### src/rtl/dtmf_steer_pkg.sv
`timescale 1ns/1ps
package dtmf_steer_pkg;
  localparam int KEY_W = 4;

  typedef enum logic [1:0] {
    ST_IDLE     = 2'd0,
    ST_QUAL_ON  = 2'd1,
    ST_HELD     = 2'd2,
    ST_QUAL_OFF = 2'd3
  } steer_st_e;

  // Maps a key index (0-9 digits, 10 '*', 11 '#', 12-15 A-D) to the bus nibble.
  function automatic logic [KEY_W-1:0] key_code(input logic [KEY_W-1:0] idx);
    if (idx == '0)
      return KEY_W'(10);
    else if (idx <= KEY_W'(9))
      return idx;
    else
      return idx + KEY_W'(1);
  endfunction

  function automatic logic is_ext_key(input logic [KEY_W-1:0] idx);
    return idx[3] & idx[2];
  endfunction

  // True when one more counted cycle reaches the limit (a limit of 0 acts as 1).
  function automatic logic limit_hit(input logic [31:0] cnt, input logic [31:0] lim);
    return (cnt + 32'd1) >= lim;
  endfunction
endpackage

### src/rtl/dtmf_tone_gate.sv
`timescale 1ns/1ps
module dtmf_tone_gate
  import dtmf_steer_pkg::*;
(
  input  logic             clk,
  input  logic             rst,
  input  logic             pwr_down,
  input  logic             inhibit,
  input  logic             pair_vld,
  input  logic [KEY_W-1:0] key_idx,
  output logic             tone_q,
  output logic [KEY_W-1:0] key_q
);
  logic blocked;

  assign blocked = pwr_down | (inhibit & is_ext_key(key_idx));

  always_ff @(posedge clk) begin
    if (rst) begin
      tone_q <= 1'b0;
      key_q  <= '0;
    end else begin
      tone_q <= pair_vld & ~blocked;
      key_q  <= key_idx;
    end
  end
endmodule

### src/rtl/dtmf_guard_fsm.sv
`timescale 1ns/1ps
module dtmf_guard_fsm
  import dtmf_steer_pkg::*;
#(
  parameter int CW = 16
) (
  input  logic          clk,
  input  logic          rst,
  input  logic          pwr_down,
  input  logic          tone_q,
  input  logic [CW-1:0] tp_lim,
  input  logic [CW-1:0] ta_lim,
  output logic          reg_evt,
  output logic          rel_evt,
  output logic          guard_on,
  output logic          key_held
);
  steer_st_e     state;
  logic [CW-1:0] cnt;
  logic          absent_side;
  logic          present_side;

  assign absent_side  = (state == ST_IDLE) || (state == ST_QUAL_ON);
  assign present_side = (state == ST_HELD) || (state == ST_QUAL_OFF);

  assign reg_evt  = !pwr_down && absent_side  &&  tone_q && limit_hit(32'(cnt), 32'(tp_lim));
  assign rel_evt  = !pwr_down && present_side && !tone_q && limit_hit(32'(cnt), 32'(ta_lim));
  assign guard_on = (state == ST_HELD);
  assign key_held = present_side;

  always_ff @(posedge clk) begin
    if (rst || pwr_down) begin
      state <= ST_IDLE;
      cnt   <= '0;
    end else if (absent_side) begin
      if (!tone_q) begin
        state <= ST_IDLE;
        cnt   <= '0;
      end else if (reg_evt) begin
        state <= ST_HELD;
        cnt   <= '0;
      end else begin
        state <= ST_QUAL_ON;
        cnt   <= cnt + CW'(1);
      end
    end else begin
      if (tone_q) begin
        state <= ST_HELD;
        cnt   <= '0;
      end else if (rel_evt) begin
        state <= ST_IDLE;
        cnt   <= '0;
      end else begin
        state <= ST_QUAL_OFF;
        cnt   <= cnt + CW'(1);
      end
    end
  end
endmodule

### src/rtl/dtmf_code_latch.sv
`timescale 1ns/1ps
module dtmf_code_latch
  import dtmf_steer_pkg::*;
#(
  parameter int CW = 16
) (
  input  logic             clk,
  input  logic             rst,
  input  logic             pwr_down,
  input  logic             reg_evt,
  input  logic             rel_evt,
  input  logic [KEY_W-1:0] key_q,
  input  logic [CW-1:0]    settle_lim,
  output logic [KEY_W-1:0] code,
  output logic             ready
);
  logic          pend;
  logic [CW-1:0] scnt;

  always_ff @(posedge clk) begin
    if (rst)
      code <= '0;
    else if (reg_evt)
      code <= key_code(key_q);
  end

  always_ff @(posedge clk) begin
    if (rst || pwr_down || rel_evt) begin
      ready <= 1'b0;
      pend  <= 1'b0;
      scnt  <= '0;
    end else if (reg_evt) begin
      ready <= 1'b0;
      pend  <= 1'b1;
      scnt  <= '0;
    end else if (pend) begin
      if (limit_hit(32'(scnt), 32'(settle_lim))) begin
        ready <= 1'b1;
        pend  <= 1'b0;
      end else begin
        scnt  <= scnt + CW'(1);
      end
    end
  end
endmodule

### src/rtl/dtmf_steer.sv
`timescale 1ns/1ps
module dtmf_steer
  import dtmf_steer_pkg::*;
#(
  parameter int CW = 16
) (
  input  logic          clk,
  input  logic          rst,
  input  logic          pwr_down,
  input  logic          inhibit,
  input  logic          pair_vld,
  input  logic [3:0]    key_idx,
  input  logic [CW-1:0] tp_cycles,
  input  logic [CW-1:0] ta_cycles,
  input  logic [CW-1:0] settle_cycles,
  input  logic          out_en,
  output logic          tone_seen,
  output logic          guard_on,
  output logic          key_ready,
  output logic [3:0]    q_out,
  output logic          q_oe
);
  logic             tone_q;
  logic [KEY_W-1:0] key_q;
  logic             reg_evt;
  logic             rel_evt;
  logic             key_held;
  logic [KEY_W-1:0] code_r;

  dtmf_tone_gate u_gate (
    .clk      (clk),
    .rst      (rst),
    .pwr_down (pwr_down),
    .inhibit  (inhibit),
    .pair_vld (pair_vld),
    .key_idx  (key_idx),
    .tone_q   (tone_q),
    .key_q    (key_q)
  );

  dtmf_guard_fsm #(.CW(CW)) u_fsm (
    .clk      (clk),
    .rst      (rst),
    .pwr_down (pwr_down),
    .tone_q   (tone_q),
    .tp_lim   (tp_cycles),
    .ta_lim   (ta_cycles),
    .reg_evt  (reg_evt),
    .rel_evt  (rel_evt),
    .guard_on (guard_on),
    .key_held (key_held)
  );

  dtmf_code_latch #(.CW(CW)) u_latch (
    .clk        (clk),
    .rst        (rst),
    .pwr_down   (pwr_down),
    .reg_evt    (reg_evt),
    .rel_evt    (rel_evt),
    .key_q      (key_q),
    .settle_lim (settle_cycles),
    .code       (code_r),
    .ready      (key_ready)
  );

  assign tone_seen = tone_q;
  assign q_oe      = out_en;
  assign q_out     = out_en ? code_r : '0;
endmodule

### config.mk
export PLATFORM = sky130hd
export DESIGN_NAME = dtmf_steer
export DESIGN_NICKNAME = d
export VERILOG_FILES = /design/src/rtl/dtmf_steer_pkg.sv /design/src/rtl/dtmf_tone_gate.sv /design/src/rtl/dtmf_guard_fsm.sv /design/src/rtl/dtmf_code_latch.sv /design/src/rtl/dtmf_steer.sv
export SDC_FILE = /design/constraint.sdc
export NUM_CORES = 1
export LEC_CHECK = 0
export BUFFER_PORTS_ARGS = -buffer_cell sky130_fd_sc_hd__buf_4
export CAP_MARGIN = 40
export CORE_MARGIN = 2
export CORE_UTILIZATION = 30
export CTS_BUF_LIST = sky130_fd_sc_hd__clkbuf_4
export CTS_CLUSTER_SIZE = 28
export DETAILED_ROUTE_END_ITERATION = 10
export GPL_ROUTABILITY_DRIVEN = 0
export GPL_TIMING_DRIVEN = 1
export PLACE_DENSITY_LB_ADDON = 0.15
export SYNTH_ARGS = -nofsm -noshare
export SYNTH_HDL_FRONTEND = slang
export SYNTH_SLANG_ARGS = --single-unit
### constraint.sdc
create_clock -name clk -period 6.5 [get_ports clk]
set_clock_uncertainty 0.1 [all_clocks]
set_input_delay 0.325 -clock clk [delete_from_list [all_inputs] [get_ports clk]]
set_output_delay 0.325 -clock clk [all_outputs]
set_load 0.02 [all_outputs]
==> results.md <==
- HP Class: input pin to flip-flop
- Family with the most delay on the worst path: simple AND/OR/NAND/NOR gates
- Worst setup endpoint: u_fsm.cnt[0]
- Design Power: 0.534 mW
- Max-Slew Margin vs Limit: 46.4%
- Crit-path slowest cell: nand4b_1
- Final worst setup slack: 2.32 ns
- Initial DRC count: 140
- WP buf/inv: 1
- CTS tree: built
- Setup crit start: u_fsm.cnt[0]
- Pwr/cell area: 120 nW/um2
- CP peak stage delay: 0.68 ns
- Unique cell type count in the Yosys netlist: 55
- R2R cell count: 12
- PortBufs: 65
- Reg-to-Reg Start: u_fsm.cnt[0]
- Placed instance count: 670
- Remaining antenna violation count after routing: 0
- Routed len/inst: 13.2 um
- Area delta synth->final: 20.2%
- Starting Density: 30.8%
- Tightest Pin Transition: 0.799 ns
- Clk_lat worst skew: 0.37 ns
- Synthesized cell area: 3710 um2
- Async SR Flop Fraction: 0%
- Fmax: 0.239 GHz
- DRC errors left: 0
- CP max FO: 17
- Synth warn: 0
- All-Layer GR Usage: 13.8%
- IO Pins: 66
- Leak: 1.95 nW
- Req. time, crit path: 6.70 ns
- Final setup TNS: 0 ns
- Clk root buf: clkbuf_4
- # setup viols final: 0
- Num Clock Sinks: 45
- Pre-CTS setup slack: 2.27 ns
- Worst hold margin: 0.0311 ns
- Status: completed
- Reg clk slew, reported paths: 0.16 ns
- Max Cap Viol: 0
- Post-synthesis register bit count: 45
- Worst EP arrival: 4.37 ns
- Antenna violations before repair: 0
- Worst R2R End: u_fsm.cnt[0]
- Final Util: 37.0%
- DP HPWL: 6.91 mm
- Syn_nets: 560
- TritonCTS buffer count: 5
- Vias in the first global route: 3188
- Htree depth: 2
- Syn Inst Count: 449
- Final hold viol count: 0
- Post-route cell area: 4460 um2
- Crit Path Class: flip-flop to flip-flop
- Placed inst area: 4380 um2
- # hold bufs at CTS: 0
- DR vias: 3366
- DRT Pass-1 Iters: 4
- Layout cells sized above 1: 19.6%
- Die span in y: 115 um
- Total congestion overflow: 0
- RSZ-0062 raised after global routing: false
- Crit path top cell by count: ha_1
- Die Span X: 115 um
- Post-synth EDFFs: 0
- Seq/Total Area, Yosys: 24.3%
- Critical path startpoint category: flip-flop
- Levels on crit path: 12
- First-pass GRT wire length: 14.9 mm
- Core area: 12100 um2
- Diode count: 0
- Post CTS Setup Buffer Count: 0
- Die footprint: 13300 um2
- Post-Layout Cell Count: 678
- FF-to-FF setup slack: 2.32 ns
- Site Rows: 40
- Peak supply drop: 0.0729 mV
- Avg Inst Size Synth: 8.27 um2
- Crit. End Element: flip-flop
- Layout Nets: 620
- CP Cell Sequence: ha_1, nand3_1, or2_2, nor3_1, xor2_1, ha_1, nand4_1, inv_1, a221oi_1, a21boi_1, nand4b_1, a211oi_1
- Period utilisation layout: 64.3%
- Synth Flop Type: dfxtp_1
- Fin. max-slew vios: 0
- Crit path time final: 4.18 ns
- Max Buffers Root-to-Sink: 2
- Pin count of the biggest net entering global routing: 23
- Final Routed Wirelength: 8.92 mm
- Post-CTS sizing: 0
- Routed vias/inst: 4.96
-- cells in the mapped netlist (3+ instances only) --
cell       number  area share, %
a2111oi_0      10            2.4
a2111oi_2       9            3.6
a211oi_1        7            1.4
a21o_1          5            1.0
a21oi_1        33            4.4
and2_1          5           0.84
buf_2           4           0.54
buf_4           3           0.61
clkbuf_1        7           0.71
dfxtp_1        45             24
ha_1           53             18
inv_1          56            5.7
nand2_1        38            3.8
nand2b_1        5           0.84
nand3_1        14            1.9
nand4_1        13            2.2
nor2_1         17            1.7
nor2b_1         6            1.0
nor3_1          9            1.2
nor4_1          4           0.67
o21a_1          3           0.61
o21ai_0        11            1.5
o31ai_1        14            2.8
or2_2           3           0.51
or3_1           3           0.51
or4_1          14            2.8
xnor2_1        18            4.2
xor2_1         10            2.4
-- cells by family after synthesis --
| family | Yosys count | share of synthesized area, % |
|---|---|---|
| buf+inv | 73 | 8.06 |
| mux | 1 | 0.270 |
| flops | 45 | 24.3 |
| fa+ha+maj | 53 | 17.9 |
| compound gates | 106 | 21.5 |
| xor+xnor | 28 | 6.61 |
| simple gates | 143 | 21.4 |
-- flip-flops by register name, indices dropped and copies added (netlist names) --
name and count:
u_fsm.cnt 16, u_latch.scnt 16, u_gate.key_q 4, u_latch.code 4
u_fsm.state 2, u_gate.tone_q 1, u_latch.pend 1, u_latch.ready 1
-- final cells by class --
class / instances / area [um2]
clock inverters: 3 / 46.3
inverters: 56 / 210
flip-flops and latches: 45 / 901
multi-input cells: 331 / 2520
well taps: 168 / 210
clock buffers: 5 / 37.5
repair buffers: 70 / 541
fillers: 1281 / 7600
-- cell usage in the layout (no fill, tap or decap), types with 11 or more instances in the layout --
cell type  Yosys  final
a21oi_1       33     32
buf_4          3     68
dfxtp_1       45     45
ha_1          53     53
inv_1         56     56
nand2_1       38     38
nand3_1       14     14
nand4_1       13     13
nor2_1        17     17
o21ai_0       11     11
o31ai_1       14     14
or4_1         14     14
xnor2_1       18     18
-- how the worst min path moves through the flow --
stage | startpoint | end | slack [ns] | cells after the start
final | inhibit | u_gate.tone_q | 0.03 | 2
after global placement | u_latch.code[0] | u_latch.code[0] | 0.37 | 2
after floorplan | key_idx[2] | u_gate.tone_q | 0.32 | 1
after detailed placement | u_latch.code[0] | u_latch.code[0] | 0.37 | 2
after global routing | key_idx[2] | u_gate.tone_q | 0.02 | 2
after CTS | inhibit | u_gate.tone_q | 0.01 | 2
-- where the power goes --
part | switching (mW) | internal (mW) | leakage, nW | total [mW]
combinational | 0.0312 | 0.0376 | 1.55 | 0.0688
clock | 0.103 | 0.0816 | 0.0414 | 0.185
sequential | 0.00220 | 0.278 | 0.364 | 0.280
-- routing by layer --
| layer | vias to the layer above | global-route usage (%) | part of all wire, % |
|---|---|---|---|
| met4 | 0 | 2.41 | 0.41 |
| met1 | 1562 | 19.3 | 50 |
| met5 | - | 0 | 0 |
| met3 | 2 | 1.95 | 3.2 |
| met2 | 52 | 23.0 | 46 |
| li1 | 1750 | - | - |
No activity file was read; power rests on OpenSTA's default activity.
